### config.mk
export PLATFORM = sky130hd
export DESIGN_NAME = dpd_phase_mute
export DESIGN_NICKNAME = d
export VERILOG_FILES = /design/src/rtl/dpd_pkg.sv /design/src/rtl/dpd_delay_tap.sv /design/src/rtl/dpd_run_mon.sv /design/src/rtl/dpd_phase_core.sv /design/src/rtl/dpd_phase_mute.sv
export SDC_FILE = /design/constraint.sdc
export NUM_CORES = 1
export LEC_CHECK = 0
export BUFFER_PORTS_ARGS = -buffer_cell sky130_fd_sc_hd__buf_2
export CORE_ASPECT_RATIO = 0.9
export CORE_MARGIN = 4
export CORE_UTILIZATION = 52
export DETAILED_ROUTE_END_ITERATION = 8
export PLACE_DENSITY = 0.73
export SYNTH_ARGS = -nofsm -noshare
export SYNTH_HDL_FRONTEND = slang
export SYNTH_SLANG_ARGS = --single-unit
### constraint.sdc
create_clock -name clk -period 1.6 [get_ports clk]
set_input_delay 0.16 -clock clk [delete_from_list [all_inputs] [get_ports clk]]
set_output_delay 0.16 -clock clk [all_outputs]
set_load 0.01 [all_outputs]
### src/rtl/dpd_pkg.sv
package dpd_pkg;
  localparam int CFG_W     = 4;
  localparam int RUN_LIMIT = 16;

  typedef enum logic [1:0] {
    PD_IDLE = 2'd0,
    PD_LEAD = 2'd1,
    PD_LAG  = 2'd2
  } pd_state_e;
endpackage

### src/rtl/dpd_delay_tap.sv
module dpd_delay_tap #(
  parameter int CFG_W = 4
) (
  input  logic             clk,
  input  logic             rst_n,
  input  logic             en,
  input  logic [CFG_W-1:0] sel,
  input  logic             din,
  output logic             dout
);
  localparam int DEPTH = (1 << CFG_W) - 1;

  logic [DEPTH-1:0] hist_q, hist_d;

  always_comb begin
    hist_d = {hist_q[DEPTH-2:0], din};
  end

  always_ff @(posedge clk or negedge rst_n) begin
    if (!rst_n)   hist_q <= '0;
    else if (!en) hist_q <= '0;
    else          hist_q <= hist_d;
  end

  always_comb begin
    dout = din;
    for (int k = 0; k < DEPTH; k++) begin
      if (sel == CFG_W'(k + 1)) dout = hist_q[k];
    end
  end

  // a one-clock setting reproduces the input of the previous cycle
  assert_one_tap_R4: assert property (@(posedge clk) disable iff (!rst_n)
    (en && $past(en) && sel == CFG_W'(1) && $past(sel) == CFG_W'(1)) |-> dout == $past(din));
endmodule

### src/rtl/dpd_run_mon.sv
module dpd_run_mon #(
  parameter int LIMIT = 16
) (
  input  logic clk,
  input  logic rst_n,
  input  logic en,
  input  logic lvl,
  output logic flag
);
  localparam int CNT_W = $clog2(LIMIT + 1);

  logic             lvl_q;
  logic [CNT_W-1:0] cnt_q, cnt_d;
  logic             edge_w;

  assign edge_w = lvl ^ lvl_q;

  always_comb begin
    if (edge_w)                           cnt_d = '0;
    else if (cnt_q == CNT_W'(LIMIT))      cnt_d = cnt_q;
    else                                  cnt_d = cnt_q + 1'b1;
  end

  always_ff @(posedge clk or negedge rst_n) begin
    if (!rst_n) begin
      lvl_q <= 1'b0;
      cnt_q <= '0;
    end else if (!en) begin
      lvl_q <= 1'b0;
      cnt_q <= '0;
    end else begin
      lvl_q <= lvl;
      cnt_q <= cnt_d;
    end
  end

  assign flag = (cnt_q == CNT_W'(LIMIT));

  // the flag only rises while the watched level stays put
  assert_rise_on_hold_R6: assert property (@(posedge clk) disable iff (!rst_n)
    $rose(flag) |-> $stable(lvl));
  // an edge on the watched level clears a raised flag
  assert_edge_clears_R7: assert property (@(posedge clk) disable iff (!rst_n)
    (en && flag && edge_w) |=> !flag);
endmodule

### src/rtl/dpd_phase_core.sv
module dpd_phase_core
  import dpd_pkg::*;
#(
  parameter int CFG_W = 4
) (
  input  logic             clk,
  input  logic             rst_n,
  input  logic             en,
  input  logic             a,
  input  logic             b,
  input  logic [CFG_W-1:0] cap,
  output logic             lead,
  output logic             lag
);
  logic             a_q, b_q, a_edge, b_edge;
  pd_state_e        st_q, st_d;
  logic [CFG_W-1:0] wcnt_q, wcnt_d;
  logic             cap_ok;

  assign a_edge = a ^ a_q;
  assign b_edge = b ^ b_q;

  always_comb begin
    st_d = st_q;
    unique case (st_q)
      PD_IDLE: begin
        if (a_edge && !b_edge)      st_d = PD_LEAD;
        else if (b_edge && !a_edge) st_d = PD_LAG;
      end
      PD_LEAD: if (b_edge) st_d = PD_IDLE;
      PD_LAG:  if (a_edge) st_d = PD_IDLE;
      default: st_d = PD_IDLE;
    endcase
  end

  always_comb begin
    if (st_d == PD_IDLE || st_q == PD_IDLE) wcnt_d = '0;
    else if (wcnt_q == '1)                  wcnt_d = wcnt_q;
    else                                    wcnt_d = wcnt_q + 1'b1;
  end

  always_ff @(posedge clk or negedge rst_n) begin
    if (!rst_n) begin
      a_q <= 1'b0; b_q <= 1'b0; st_q <= PD_IDLE; wcnt_q <= '0;
    end else if (!en) begin
      a_q <= 1'b0; b_q <= 1'b0; st_q <= PD_IDLE; wcnt_q <= '0;
    end else begin
      a_q <= a; b_q <= b; st_q <= st_d; wcnt_q <= wcnt_d;
    end
  end

  assign cap_ok = (cap == '0) || (wcnt_q < cap);
  assign lead   = (st_q == PD_LEAD) && cap_ok;
  assign lag    = (st_q == PD_LAG)  && cap_ok;

  assert_exclusive_R11: assert property (@(posedge clk) disable iff (!rst_n)
    !(lead && lag));
  assert_lead_ends_R1: assert property (@(posedge clk) disable iff (!rst_n)
    (en && st_q == PD_LEAD && b_edge) |=> st_q != PD_LEAD);
  assert_off_clears_R10: assert property (@(posedge clk) disable iff (!rst_n)
    !en |=> st_q == PD_IDLE);
endmodule

### src/rtl/dpd_phase_mute.sv
module dpd_phase_mute
  import dpd_pkg::*;
#(
  parameter int CFG_W     = dpd_pkg::CFG_W,
  parameter int RUN_LIMIT = dpd_pkg::RUN_LIMIT
) (
  input  logic             clk,
  input  logic             rst_n,
  input  logic             dpd_sel,
  input  logic             flt_en,
  input  logic             mute_reg,
  input  logic             mute_pin,
  input  logic             irq_in,
  input  logic [CFG_W-1:0] bal_dly,
  input  logic [CFG_W-1:0] pw_cap,
  input  logic             ac_in,
  input  logic             bd_in,
  output logic             lead_o,
  output logic             lag_o,
  output logic             fault_o
);
  localparam int NCH = 2;

  logic       rst_meta_q, rst_sync_q;
  logic       a_r, b_r, b_dly;
  logic [NCH-1:0] lvl_w, flag_w;
  logic       lead_raw, lag_raw, mute_w;

  always_ff @(posedge clk or negedge rst_n) begin
    if (!rst_n) begin
      rst_meta_q <= 1'b0;
      rst_sync_q <= 1'b0;
    end else begin
      rst_meta_q <= 1'b1;
      rst_sync_q <= rst_meta_q;
    end
  end

  always_ff @(posedge clk or negedge rst_sync_q) begin
    if (!rst_sync_q) begin
      a_r <= 1'b0;
      b_r <= 1'b0;
    end else if (!dpd_sel) begin
      a_r <= 1'b0;
      b_r <= 1'b0;
    end else begin
      a_r <= ac_in;
      b_r <= bd_in;
    end
  end

  dpd_delay_tap #(.CFG_W(CFG_W)) bal_i (
    .clk(clk), .rst_n(rst_sync_q), .en(dpd_sel),
    .sel(bal_dly), .din(b_r), .dout(b_dly)
  );

  assign lvl_w = {b_r, a_r};

  for (genvar ch = 0; ch < NCH; ch++) begin : g_runmon
    dpd_run_mon #(.LIMIT(RUN_LIMIT)) mon_i (
      .clk(clk), .rst_n(rst_sync_q), .en(dpd_sel),
      .lvl(lvl_w[ch]), .flag(flag_w[ch])
    );
  end

  dpd_phase_core #(.CFG_W(CFG_W)) core_i (
    .clk(clk), .rst_n(rst_sync_q), .en(dpd_sel),
    .a(a_r), .b(b_dly), .cap(pw_cap),
    .lead(lead_raw), .lag(lag_raw)
  );

  assign fault_o = dpd_sel && flt_en && (|flag_w);
  assign mute_w  = fault_o || mute_reg || mute_pin || irq_in;
  assign lead_o  = dpd_sel && !mute_w && lead_raw;
  assign lag_o   = dpd_sel && !mute_w && lag_raw;
endmodule

### Word-level counts from Yosys, hierarchy flattened

Index checks and enable logic that the tools add are counted.

| storage, ports and cells | value |
|---|---|
| register bits | 38 |
| output and inout bits | 3 |
| logic and storage cells | 99 |

| cells by class | value |
|---|---|
| magnitude comparators | 1 |
| reductions and logical operators | 21 |
| bitwise operators | 3 |
| mux-type cells | 36 |
| equal/unequal tests | 23 |
| $add $sub $neg | 3 |

Operators with widths:

| kind | number |
|---|---|
| == test 4 bit, second input constant | 9 |
| two-way mux 5 bit | 6 |
| two-way mux 1 bit | 20 |
| == test 4 x 3 -> 1 bit, second input constant | 4 |
| two-way mux 15 bit | 1 |
| two-way mux 4 bit | 3 |
| adder 5 x 1 -> 5 bit, second input constant | 2 |
| == test 5 bit, second input constant | 2 |
| two-way mux 2 bit | 5 |
| logical AND 1 bit | 9 |
| == test 4 x 2 -> 1 bit, second input constant | 2 |
| inequality test 3 x 2 -> 1 bit, second input constant | 2 |
| one-hot mux 2 bit (3 select lines) | 1 |
| logical OR 1 bit | 5 |
| adder 4 x 1 -> 4 bit, second input constant | 1 |
| == test 4 x 1 -> 1 bit, second input constant | 1 |
| logical NOT 2 bit | 2 |
| logical NOT 4 bit | 1 |
| < comparator 4 bit | 1 |
| logical NOT 1 bit | 3 |
| inequality test 3 bit, second input constant | 1 |
| bitwise XOR 1 bit | 3 |
| == test 2 x 1 -> 1 bit, second input constant | 1 |
| == test 2 bit, second input constant | 1 |
| OR reduction 2 bit | 1 |

### Longest topological paths before layout

| logic depth | value |
|---|---|
| depth after elaboration | 25 |
| mapped depth | 8 |

### Cells and area by module

Synthesis repeated with hierarchy kept, for this count alone.

| second synthesis, totals | value |
|---|---|
| cell total of the unflattened synthesis | 180 |
| area total of the unflattened synthesis | 1,984.4 sq um |

Modules (own cells, without submodules):

| module | area an instance (sq um) | cells each | instances | sequential area each (sq um) |
|---|---|---|---|---|
| dpd_delay_tap | 720.7 | 65 | 1 | 375.4 |
| dpd_run_mon | 301.5 | 27 | 2 | 150.1 |
| dpd_phase_core | 505.5 | 50 | 1 | 200.2 |
| dpd_phase_mute | 155.1 | 11 | 1 | 100.1 |

### Least setup slack after synthesis

OpenSTA, ideal clock, no wires.

| timing path | value |
|---|---|
| kind | flip-flop to output port |
| from | reg g_runmon[0].mon_i.cnt_q[0] |
| to | out lead_o |
| data arrival time | 1,671 ps |
| slack | -231 ps |
| cell stages (with the launch flop) | 9 |
| buffers on the path | 0 |
| cells stage by stage | dfrtp_1 > inv_1 > ha_1 > nand2_1 > nor3_1 > o211a_1 > nor4b_1 > o21ai_1 > nor3b_1 |

| between the ends | value |
|---|---|
| longest elaborated chain between the ends | 9 |

Ends and longest elaborated chain:

| item | line | source |
|---|---|---|
| start, declared | dpd_run_mon.sv:13 | `logic [CNT_W-1:0] cnt_q, cnt_d;` |
| start signal, assigned | dpd_run_mon.sv:33 | `cnt_q <= cnt_d;` |
| == test 5 bit | dpd_run_mon.sv:37 | `assign flag = (cnt_q == CNT_W'(LIMIT));` |
| OR reduction 2 bit | dpd_phase_mute.sv:72 | `assign fault_o = dpd_sel && flt_en && (\|flag_w);` |
| logical AND 1 bit | dpd_phase_mute.sv:72 |  |
| via fault_o | dpd_phase_mute.sv:20 | `output logic fault_o` |
| logical OR 1 bit (3 in series) | dpd_phase_mute.sv:73 | `assign mute_w = fault_o \|\| mute_reg \|\| mute_pin \|\| irq_in;` |
| logical NOT 1 bit | dpd_phase_mute.sv:74 | `assign lead_o = dpd_sel && !mute_w && lead_raw;` |
| logical AND 1 bit (2 in series) | dpd_phase_mute.sv:74 |  |
| end, declared | dpd_phase_mute.sv:18 | `output logic lead_o,` |

The timed path passes the listed nets, and every way through them passes these cells.

### Worst setup path in the final report

| timing path | value |
|---|---|
| from | reg g_runmon[0].mon_i.cnt_q[0] |
| to | out lag_o |

| between the ends | value |
|---|---|
| longest elaborated chain between the ends | 9 |

Ends and longest elaborated chain:

| item | line | source |
|---|---|---|
| == test 5 bit | dpd_run_mon.sv:37 |  |
| OR reduction 2 bit | dpd_phase_mute.sv:72 |  |
| logical AND 1 bit | dpd_phase_mute.sv:72 |  |
| logical OR 1 bit (3 in series) | dpd_phase_mute.sv:73 |  |
| logical NOT 1 bit | dpd_phase_mute.sv:75 | `assign lag_o = dpd_sel && !mute_w && lag_raw;` |
| logical AND 1 bit (2 in series) | dpd_phase_mute.sv:75 |  |
| end, declared | dpd_phase_mute.sv:19 | `output logic lag_o,` |

Every way passes these cells.

==> flow_summary.ini <==
[grt]
grt_pass1_vias = 1543
grt_usage = 0.198
grt-ovfl-total = 0
grt_pass1_wl_um = 7140
antenna_found_initial = 0
grt_max_degree = 36

[layout]
finalNonFillerCells = 276
diodes = 0
drive_gt1_frac = 0.341
finalNetCount = 256
final_cell_mix = dfrtp_1 (37), buf_4 (30), and2_1 (19), buf_2 (19), nor2_1 (13)
layout_commonest_cell = dfrtp_1
areaGrowthSynthToFinish_pct = 30.0

[synthesis]
synth-seq-cells = 37
syn_avg_cell_area_um2 = 10.5
ys_top_cells_by_area = dfrtp_1 (49%), and2_1 (6.3%), ha_1 (5.3%), mux2i_1 (4.8%), xnor2_1 (3.3%)
synthCells = 179
synthesis.area_um2 = 1880
yosysWarnings = 0
seq_area_frac_synth = 0.492
yosysTopAreaCell = dfrtp_1
syn_nets = 204
synth_cell_types = 38
synth_top_area_share = 0.492

[power]
cellLeakagePower_nw = 1.19
swShare = 0.272
power.net_switching_mw = 0.531
clkPwrFrac = 0.324
peakVddDrop_uv = 612
pwr-share-comb = 0.171
finalPower_mw = 1.95
p_int_mw = 1.42
seqPwrFrac = 0.506
powerDensity_nw_per_um2 = 797

[sta]
hold_violations = 0
slew_violations = 0
whs_ns = 0.0963
clock_skew_ns = 0.00578
timing.final.crit_share = 1.28
setup_viol = 9
post-route-min-period_ns = 2.05
slew_headroom = 0.501
tightest_slew_ns = 0.740
setup_ws_ns = -0.449
setup-tns-final_ns = -2.02
max_freq_ghz = 0.488
rsz0062_at_grt = yes

[setup_path]
critPathCaptureType = output pin
required_ns = 1.44
path_class = reg2out
arrival_ns = 1.89
rrSetupSlack_ns = -0.23
worstPathMaxFanout = 2
cp-start-kind = flip-flop

[cts]
clockBufferDepth = 2
cts_inserted_buffers = 5
htreeDepth = 2
cts_sinks = 37
clock_latency_ns = 0.29
cts_root_buf = clkbuf_8
clkTransAtPathRegs_ns = 0.07
cts_tree = done

[route]
drc = 0
via_per_inst = 5.39
wire_per_inst_um = 14.4
drtIter0Drc = 47
vias = 1487
drt_wl_total_um = 3980
dr.pass1.iters = 3
ant_nets = 0

[place]
pre_cts_slack_ns = -0.285
placedCellCount = 263
hpwl_um = 2890
gp_congestion = 0.866
portBuffers = 19

[run_status]
outcome = complete, but fails checks
violations = negative setup slack

[die]
ios = 20
initial_core_util = 0.549
die_area_um2 = 4650
die_w_um = 71.4
fp.coreArea_um2 = 3430
row_count = 20
die_h_um = 65.1

[min_path]
hold_path_class = in2reg

[flow_run]
maxCapViolCount = 0
==> synthesized netlist by cell type (all sizes together) <==
| master | n |
|---|---|
| a211o | 1 |
| a211oi | 8 |
| a21o | 2 |
| a21oi | 3 |
| a221o | 2 |
| a311o | 1 |
| and2 | 19 |
| buf | 3 |
| clkbuf | 2 |
| conb | 1 |
| dfrtp | 37 |
| ha | 8 |
| inv | 9 |
| mux2i | 10 |
| nand2 | 8 |
| nand2b | 4 |
| nand3 | 8 |
| nand3b | 3 |
| nor2 | 14 |
| nor2b | 1 |
| nor3 | 5 |
| nor3b | 3 |
| nor4 | 2 |
| nor4b | 1 |
| o211a | 2 |
| o211ai | 1 |
| o21ai | 7 |
| o22ai | 1 |
| o311a | 1 |
| or3b | 1 |
| xnor2 | 7 |
| xor2 | 4 |
==> worst max-delay path: stages, from the launching register on <==
cell and delay (ns):
dfrtp_1 0.37, inv_2 0.06, ha_4 0.16, nand2_4 0.05, nor3_4 0.04, o211a_1 0.26
nor4b_4 0.24, o21ai_2 0.11, nor3b_2 0.16, buf_2 0.15
==> stage by stage <==
stage	util	cell area, um2
after floorplan	-	1950
after global placement	0.659	2260
after detailed placement	0.659	2260
after CTS	0.709	2430
after global routing	0.714	2450
final	0.714	2450
==> kinds of logic after synthesis <==
logic type      share of synthesized area
other cells                       0.00199
flops                               0.492
fa+ha+maj                          0.0532
simple gates                        0.199
buf+inv                            0.0346
xor+xnor                           0.0512
mux                                0.0551
compound gates                      0.113
==> registers in the layout (all words and copies together), names as in the netlist <==
register              count
a_r                       1
b_r                       1
bal_i.hist_q             15
core_i.a_q                1
core_i.b_q                1
core_i.st_q               2
core_i.wcnt_q             4
g_runmon.mon_i.cnt_q     10
rst_meta_q                1
rst_sync_q                1
==> final timing paths <==
kind | startpoint | end | cells after the start
worst max-delay path | g_runmon[0].mon_i.cnt_q[0]$_DFFE_PN0P_ | lag_o | 9
worst min-delay path | ac_in | a_r$_DFF_PN0_ | 2
min in group asynchronous | rst_n | rst_sync_q$_DFF_PN0_ | 2
worst max register to register | b_r$_DFF_PN0_ | core_i.wcnt_q[3]$_DFFE_PN0P_ | 6
worst min register to register | rst_sync_q$_DFF_PN0_ | g_runmon[1].mon_i.cnt_q[3]$_DFFE_PN0P_ | 1
max in group asynchronous | rst_sync_q$_DFF_PN0_ | bal_i.hist_q[11]$_DFF_PN0_ | 1
==> area by class of cell <==
| cell class | instances | area [um2] |
|---|---|---|
| Multi-Input combinational cell | 128 | 1020 |
| Fill cell | 256 | 981 |
| Sequential cell | 37 | 926 |
| Timing Repair Buffer | 50 | 330 |
| Clock buffer | 6 | 72.6 |
| Tap cell | 44 | 55.1 |
| Inverter | 9 | 33.8 |
| Clock inverter | 2 | 10.0 |
==> metal layers <==
| layer | share of wire | GRT usage |
|---|---|---|
| met3 | 0.037 | 0.0581 |
| met2 | 0.51 | 0.333 |
| met4 | 0.017 | 0.0751 |
| met5 | 0 | 0 |
| met1 | 0.43 | 0.240 |
==> power by group through the flow <==
stage               registers [mW]  clock network [mW]  logic [mW]
floorplan                     1.02                   0       0.161
global placement              1.00                   0       0.270
detailed placement            1.01                   0       0.285
CTS                          0.986               0.643       0.328
global route                 0.989               0.684       0.373
finish                       0.987               0.631       0.333
==> what timing repair did <==
action / in CTS / in global routing
resized for setup: 9 / 3
endpoints found under the setup margin: 9 / 9
setup buffers: 4 / 0
hold buffers: 1 / 0
endpoints found under the hold margin: 2 / 0
pin swaps: 7 / 0
Note: power is estimated with default switching activity, not from simulation.
